File: src/rtl/adc_result_latch.sv
module adc_result_latch #(
  parameter int RES_W     = 10,
  parameter int BYTE_W    = 8,
  parameter int ADDR_W    = 8,
  parameter int BASE_ADDR = 'h40
) (
  input  logic              clk,
  input  logic              rst_n,
  input  logic              conv_done,
  input  logic [RES_W-1:0]  conv_value,
  input  logic              left_align,
  input  logic              rd_en,
  input  logic [ADDR_W-1:0] rd_addr,
  output logic [BYTE_W-1:0] rd_data
);
  localparam int PAIR_W = 2 * BYTE_W;
  localparam int PAD    = PAIR_W - RES_W;
  localparam logic [ADDR_W-1:0] LO_ADDR = ADDR_W'(BASE_ADDR);
  localparam logic [ADDR_W-1:0] HI_ADDR = ADDR_W'(BASE_ADDR + 1);

  logic [RES_W-1:0]  shown_q, pend_q;
  logic              locked_q, pend_vld_q;
  logic              lo_rd, hi_rd, hold, unlock;
  logic [PAIR_W-1:0] pair;

  assign lo_rd  = rd_en && (rd_addr == LO_ADDR);
  assign hi_rd  = rd_en && (rd_addr == HI_ADDR);
  assign hold   = locked_q || lo_rd;
  assign unlock = hi_rd && locked_q;

  always_ff @(posedge clk or negedge rst_n) begin
    if (!rst_n) begin
      shown_q    <= '0;
      pend_q     <= '0;
      locked_q   <= 1'b0;
      pend_vld_q <= 1'b0;
    end else if (unlock) begin
      locked_q   <= 1'b0;
      pend_vld_q <= 1'b0;
      if (conv_done)       shown_q <= conv_value;
      else if (pend_vld_q) shown_q <= pend_q;
    end else begin
      if (lo_rd) locked_q <= 1'b1;
      if (conv_done) begin
        if (hold) begin
          pend_q     <= conv_value;
          pend_vld_q <= 1'b1;
        end else begin
          shown_q <= conv_value;
        end
      end
    end
  end

  assign pair    = left_align ? {shown_q, {PAD{1'b0}}} : {{PAD{1'b0}}, shown_q};
  assign rd_data = lo_rd ? pair[BYTE_W-1:0] :
                   hi_rd ? pair[PAIR_W-1:BYTE_W] : '0;
endmodule


File: config.mk
export PLATFORM = sky130hd
export DESIGN_NAME = adc_result_latch
export DESIGN_NICKNAME = d
export VERILOG_FILES = /design/src/rtl/adc_result_latch.sv
export SDC_FILE = /design/constraint.sdc
export NUM_CORES = 1
export LEC_CHECK = 0
export ABC_AREA = 1
export BUFFER_PORTS_ARGS = -buffer_cell sky130_fd_sc_hd__buf_2
export CORE_MARGIN = 2
export CORE_UTILIZATION = 30
export DETAILED_ROUTE_END_ITERATION = 12
export HOLD_SLACK_MARGIN = 0.02
export PLACE_DENSITY_LB_ADDON = 0.12
export SETUP_SLACK_MARGIN = 0.15
export SYNTH_ARGS = -nofsm -noshare
export SYNTH_HDL_FRONTEND = slang
export SYNTH_SLANG_ARGS = --single-unit
File: constraint.sdc
create_clock -name clk -period 1.7 [get_ports clk]
set_input_delay 0.34 -clock clk [delete_from_list [all_inputs] [get_ports clk]]
set_output_delay 0.34 -clock clk [all_outputs]
set_load 0.005 [all_outputs]
# Yosys cells after proc, flatten, opt, wreduce, memory -nomap -nowiden
# Cells that the tools add are included.
[word_totals] reg_bits=22 latch_bits=0 ram_bits=0 mem_bits_ro=0 in_bits=23 output_inout_bits=8 memories=0
[op_classes] n_addsub=0 multipliers=0 n_div=0 magnitude_cmp=0 eq_ne=3 n_shift=0 n_mux=13 bitwise=1 reduce_logical=11
[ops] op="10-bit 2-to-1 mux" count=5
[ops] op="8-bit by 7-bit == test with 1-bit output, second input constant" count=2
[ops] op="16-bit 2-to-1 mux" count=1
[ops] op="8-bit 2-to-1 mux" count=2
[ops] op="2-bit nonzero test" count=4
[ops] op="3-bit AND reduction" count=2
[ops] op="1-bit 2-to-1 mux" count=5
[ops] op="1-bit logical AND" count=3
[ops] op="2-bit by 1-bit inequality test with 1-bit output, second input constant" count=1
[ops] op="2-bit AND reduction" count=1
[ops] op="1-bit logical OR" count=1
[ops] op="1-bit NOT" count=1

# Logic depth before layout (Yosys ltp)
# Gate-level depths: netlist of the first run.
[depth] depth_word=6 mapped_depth=10

# Worst setup path before layout of the first run
# OpenSTA, ideal clock, no wires.
[synth_timing] path_type="input -> output" from="in rd_addr[1]" to="out rd_data[0]" arrival_time_ns=1.124 setup_slack_ns=0.236 cell_stages=7 path_cell_list="inv_1 > nand2_1 > nor2_4 > nand3_4 > nor2_1 > nand2_1 > o21ai_0"
[synth_between] elab_chain_len=4
[synth_rtl] element="start: declaration" line="13" source="input logic [ADDR_W-1:0] rd_addr,"
[synth_rtl] element="8-bit by 7-bit == test with 1-bit output" line="27" source="assign hi_rd = rd_en && (rd_addr == HI_ADDR);"
[synth_rtl] element="1-bit logical AND" line="27"
[synth_rtl] element="8-bit 2-to-1 mux" line="57" source="hi_rd ? pair[PAIR_W-1:BYTE_W] : '0;"
[synth_rtl] element="8-bit 2-to-1 mux *" line="56" source="assign rd_data = lo_rd ? pair[BYTE_W-1:0] :"
[synth_rtl] element="end: declaration" line="14" source="output logic [BYTE_W-1:0] rd_data"
# Every way passes the cells marked *; elsewhere a longest branch is shown, timed or not.

# Worst setup path in the final report of the first run
[layout_timing] from="in rd_addr[1]" to="out rd_data[7]"
# Same word-level chain as after synthesis.

==> impl_results.md, run 1 <==
- Status: finished clean
- Avg WL per Cell: 11.24 um
- Detailed Route Iter0 Violations: 52
- Register-to-Register Path Depth: 4
- Tmin final: between 1500 and 2000 ps
- First-pass GRT wire length: approximately 6 mm
- Die X: between 70 and 80 um
- Syn avg cell area: 7.003 sq um
- CTS tree: yes
- CTS Hold Bufs: 0
- FP Rows: 25
- Max Cap Violations: 0
- Multi-input logic area: ~900 sq um
- Vias in the first global route: approximately 1300
- CP peak stage delay: roughly 170 ps
- Final period util: 0.9434
- DRC: 0
- VDD IR max: ~0.00026 V
- PD cells: roughly 760 nW/um^2
- GP Congestion: about 0.85
- Reg area: between 500 and 600 sq um
- Layout cells sized above 1: 0.4131
- Share of the synthesized area in the top cell type: 0.3726
- Number of diodes: 0
- Drt pass-1 iters: 4
- Pins Over Slew Limit: 0
- Layout Nets: between 200 and 300
- Synth-to-Final Area Change: 42.08%
- Leakage: 0.001066 uW
- H-tree depth: 1
- Clock Path Buffers: 2
- Clock latency at the later pin of the worst-skew pair: 270 ps
- FILL cells: 489
- Relative slew slack: 0.6556
- CP Max Fanout: 2
- Total CTS buffers: 3
- Total negative slack: 0 ps
- Total congestion overflow: 0
- Final Non-Filler Cells: 326
- Max Freq: 623.5 MHz
- Yosys top cell by area: dfrtp_1
- Top-count cell post-synth: nand2_1
- HPWL after DPL: 2.613 mm
- Syn Nets: around 230
- Unique cell type count in the Yosys netlist: 19
- Top area cells in the synthesized netlist: dfrtp_1 37%, nand2_1 20%, o21ai_2 6.5%
- Syn Std Cell Area: approximately 1500 sq um
- Sequential share of the synthesized area: 0.3726
- Post-synth EDFFs: 0
- Data required time of the worst path: about 1400 ps
- Drt via density: about 4.5
- Initial antenna violation count: 0
- Synth Flop Type: dfrtp_1
- Final setup fails: 0
- Worst EP arrival: around 1300 ps
- Cells after Synth: approximately 210
- Routed Antenna Nets: 0
- Async set or reset register ratio after synthesis: 1.000
- Die H: ~74 um
- Worst-Margin Slew: between 500 and 600 ps
- Final Hold Vio Count: 0
- WL final: 3.664 mm
- Critical path's slowest cell: buf_2
- Largest net degree at the start of global routing: 23
- CTS clock-pin slew for the worst setup and hold paths: around 90 ps
- Min-Delay Path Class: in -> async
- Setup crit start kind: input port
- RSZ-0062 raised after global routing: yes
- Die area: about 5500 sq um
- IO Pins: 31
- CP Capture Type: primary output
- FF+latch count, synth: 22
- Top post-synthesis cells by count: 80 x nand2_1, 25 x inv_1, 22 x dfrtp_1
- Dpl cells: between 300 and 400
- Root buffer cell: clkbuf_8
- Core region area: ~4700 sq um
- Most frequent CP cell: nor2_4
- Clk sinks: 22
- Number of port buffers: 30
- GRT Overall Usage: 0.1393
- Clock Skew: a little over 9 ps
- YS warnings: 0
- Via count: roughly 1500
- Initial core utilization: 0.3128
- Crit-path cells: buf_8 -> inv_6 -> nand2_4 -> nor2_4 -> nand3_2 -> nor2_4 -> inv_1 -> o32ai_1 -> buf_2
- Kind of critical path: in -> out
==> cell type report <==
type,count,share of cell area
clock buffers,3,0.01967
clock inverters,1,0.01430
inverters,25,0.04708
multi-input cells,156,0.4297
flip-flops and latches,22,0.2622
well taps,67,0.03993
repair buffers,52,0.1871
==> state kept, by name (all words and copies together) (netlist names) <==
register,cells
locked_q,1
pend_q,10
pend_vld_q,1
shown_q,10
==> metrics by stage <==
step                setup WS [ps]  area, sq um  power [uW]  hold WS (ps)    util
floorplan                   236.1         1478       930.4         44.41       -
global placement            25.96         1779        1047         350.3  0.3767
detailed placement          3.344         1779        1052         348.9  0.3767
CTS                         73.49         1982        1587         51.26  0.4196
global route                15.61         2100        1691         84.12  0.4445
finish                      96.15         2100        1591         35.77  0.4445
==> cell families (layout without fill, tap and decap cells) <==
family	count (synthesis)	count (layout)	share of synthesized area
flip-flops	22	22	0.3726
AO/OA/AOI/OAI	28	28	0.1279
AND/OR/NAND/NOR	128	128	0.4039
buffers and inverters	33	81	0.09568
==> cell usage in the layout, fill, tap and decap left out, drive strengths merged <==
cell,instances
dfrtp,22
clkbuf,3
bufinv,1
or2,1
o32ai,2
nor2,15
nand3,18
inv,25
nand4,12
nand2,82
o21ai,26
buf,52
==> metal layers <==
layer,track usage,up-vias,wire length (um)
met1,0.1891,653,1835
met2,0.2321,25,1698
li1,-,774,-
met4,0.03838,0,31
met3,0.02033,4,98
met5,0,-,0
==> where the power goes <==
group | switching, uW | total [uW] | internal [uW]
clock network | 183 | 498 | 315
logic | 214 | 369 | 155
registers | 90.0 | 724 | 634
==> worst max-delay path, delay by kind of cell <==
kind	cells	cell delay (ps)
and+or+nand+nor	4	410
buffers and inverters	4	380
AOI/OAI and AO/OA	1	120
==> worst paths after layout <==
| check | startpoint | endpoint | slack (ps) |
|---|---|---|---|
| setup / recovery | rd_addr[1] | rd_data[7] | 100 |
| hold / removal | rst_n | pend_q[8] | 40 |
| setup reg to reg | pend_vld_q | shown_q[9] | 520 |
| hold reg to reg | shown_q[8] | shown_q[8] | 500 |
| max in group asynchronous | rst_n | shown_q[1] | 1310 |
| min in group clk | conv_value[8] | pend_q[8] | 300 |
==> timing repair <==
item                                    CTS  global route
endpoints found under the setup margin    8            18
pin swaps                                11            17
gates cloned                              0             1
resized for setup                        22            31
setup buffers                             8             1
(Power assumes the default switching activity.)
==> run 2: changes to the inputs <==
--- a/config.mk
+++ b/config.mk
@@ -12,7 +12,7 @@
 export DETAILED_ROUTE_END_ITERATION = 12
 export HOLD_SLACK_MARGIN = 0.02
 export PLACE_DENSITY_LB_ADDON = 0.12
-export SETUP_SLACK_MARGIN = 0.15
+export SETUP_SLACK_MARGIN = 0.02
 export SYNTH_ARGS = -nofsm -noshare
 export SYNTH_HDL_FRONTEND = slang
 export SYNTH_SLANG_ARGS = --single-unit
==> impl_results.md, run 2 (synthesis gave the netlist of run 1 again) <==
- Status: finished clean (unchanged)
- Clock Skew: 8.303 ps (was 9.355 ps)
- Detailed Route Iter0 Violations: 52 (unchanged)
- Kind of critical path: in -> out (unchanged)
- PD cells: 801.7 nW/um^2 (was 757.9 nW/um^2)
- Clock latency at the later pin of the worst-skew pair: 270 ps (about the same)
- Initial antenna violation count: 0 (unchanged)
- DRC: 0 (unchanged)
- Max Freq: 617.4 MHz (was 623.5 MHz)
- Multi-input logic area: 832.0 sq um (was 902.1 sq um)
- Comb power frac: 0.221 (was 0.232)
- Worst EP arrival: 1280 ps (was 1260 ps)
- Tmin final: 1620 ps (was 1604 ps)
- Clk sinks: 22 (unchanged)
- Leakage: 0.001019 uW (was 0.001066 uW)
- Clock Path Buffers: 2 (unchanged)
- Core region area: 4723 sq um (unchanged)
- Crit-path cells: buf_6 -> inv_2 -> nand2_4 -> nor2_4 -> nand3_2 -> nor2_2 -> inv_1 -> o32ai_1 -> buf_2 (was buf_8 -> inv_6 -> nand2_4 -> nor2_4 -> nand3_2 -> nor2_4 -> inv_1 -> o32ai_1 -> buf_2)
- Worst-Margin Slew: 515.1 ps (was 516.6 ps)
- Drt via density: 4.417 (was 4.466)
- GP Congestion: 0.8459 (unchanged)
- CP peak stage delay: 170 ps (about the same)
- Largest net degree at the start of global routing: 23 (unchanged)
- Most frequent cells in the layout: 75 x nand2_1, 26 x buf_2, 22 x dfrtp_1 (was 65 x nand2_1, 27 x buf_2, 22 x dfrtp_1)
- Placed cell area: 1779 sq um (unchanged)
- Initial core utilization: 0.3128 (unchanged)
- Data required time of the worst path: 1360 ps (about the same)
- Number of port buffers: 30 (unchanged)
- RSZ-0062 raised after global routing: yes (unchanged)
- Final Hold Vio Count: 0 (unchanged)
- CTS tree: yes (unchanged)
- Drt pass-1 iters: 4 (unchanged)
- First-pass GRT wire length: 5.706 mm (was 5.982 mm)
- Layout Nets: 276 (was 283)
- Clock power share: 0.318 (was 0.313)
- Commonest non-fill, non-tap cell in the layout: nand2_1 (unchanged)
- Seq pwr share: 0.460 (was 0.455)
- CP Max Fanout: 3 (was 2)
- Relative slew slack: 0.6566 (was 0.6556)
- Biggest regs: pend_q x10, shown_q x10 (unchanged)
- Setup crit start kind: input port (unchanged)
- Number of diodes: 0 (unchanged)
- Internal power: 1091 uW (was 1104 uW)
- H-tree depth: 1 (unchanged)
- Routed Antenna Nets: 0 (unchanged)
- HPWL after DPL: 2.613 mm (unchanged)
- Synth-to-Final Area Change: 31.75% (was 42.08%)
- Psw: 469.6 uW (was 487.4 uW)
- Via count: 1409 (was 1456)
- Max Cap Violations: 0 (unchanged)
- CP Capture Type: primary output (unchanged)
- WP buf/inv: 4 (unchanged)
- IO Pins: 31 (unchanged)
- Final period util: 0.9527 (was 0.9434)
- Die area: 5503 sq um (unchanged)
- FP Rows: 25 (unchanged)
- FILL cells: 493 (was 489)
- Min-Delay Path Class: in -> async (unchanged)
- Root buffer cell: clkbuf_8 (unchanged)
- Cell area after layout: 1947 sq um (was 2100 sq um)
- Final setup fails: 0 (unchanged)
- Sw Share: 0.3009 (was 0.3063)
- WL final: 3.421 mm (was 3.664 mm)
- Avg WL per Cell: 10.72 um (was 11.24 um)
- Reg area: 550.5 sq um (unchanged)
- Kind of cell adding the most delay to the critical path: simple AND/OR/NAND/NOR gates (unchanged)
- Total congestion overflow: 0 (unchanged)
- VDD IR max: 0.0002639 V (was 0.0002636 V)
- Layout cells sized above 1: 0.3333 (was 0.4131)
- Total CTS buffers: 3 (unchanged)
- Die H: 74.18 um (unchanged)
- CTS clock-pin slew for the worst setup and hold paths: 90 ps (about the same)
- Pins Over Slew Limit: 0 (unchanged)
- Die X: 74.18 um (unchanged)
- GRT Overall Usage: 0.1322 (was 0.1393)
- Critical path's slowest cell: buf_2 (unchanged)
- Vias in the first global route: 1298 (was 1339)
- Overall power: 1561 uW (was 1591 uW)
[run 2: cell count changes in the layout (fill, tap and decap cells not counted), sizes merged]
| cell | before | now |
|---|---|---|
| buf | 52 | 45 |
[run 2: power by group through the flow]
stage                     clock [uW]  sequential [uW]  combinational, uW
after detailed placement           0              725                326
after floorplan                    0              696                234
after global routing             524              734                403
after global placement             0              724                323
final                            497              718                345
after CTS                        513              715                330
[run 2: stage by stage]
| stage | cells | utilization | TNS, ps | hold WS [ps] | worst slack (ps) |
|---|---|---|---|---|---|
| after global routing | 319 | 0.4122 | -11.95 | 84.12 | -11.95 |
| after CTS | 317 | 0.3960 | 0 | 51.26 | 27.18 |
| after detailed placement | 312 | 0.3767 | 0 | 348.9 | 3.344 |
| final | 319 | 0.4122 | 0 | 35.68 | 80.36 |
| after floorplan | 211 | - | 0 | 44.41 | 236.1 |
| after global placement | 312 | 0.3767 | 0 | 350.3 | 25.96 |
[run 2: layout make-up]
type | count | share of cell area
clock buffer | 3 | 0.02121
clock inverter | 1 | 0.01542
multi-input combinational | 156 | 0.4274
sequential | 22 | 0.2828
timing repair buffer | 45 | 0.1607
tap | 67 | 0.04306
inverter | 25 | 0.04949
[run 2: path summary, 6_finish.rpt]
check                              start          to  cells past startpoint  slack [ps]
max                           rd_addr[3]  rd_data[7]                      9          80
min reg2reg                   shown_q[8]  shown_q[8]                      2         500
max in group asynchronous          rst_n  shown_q[1]                      1        1310
min                                rst_n   pend_q[8]                      1          40
min in group clk           conv_value[8]   pend_q[8]                      3         300
max reg2reg                     locked_q  shown_q[6]                      5         490
[run 2: layer usage]
metal | share of wire | global-route usage | up-vias
met5 | 0 | 0 | -
met2 | 0.43 | 0.2133 | 30
met3 | 0.043 | 0.02033 | 5
met4 | 0.012 | 0.04242 | 0
li1 | - | - | 761
met1 | 0.51 | 0.1824 | 613
[run 2: repair_timing]
action,CTS,global route
endpoints found under the setup margin,8,8
hold buffers,0,0
pin swaps,2,7
buffers inserted,1,2
resized for setup,4,20
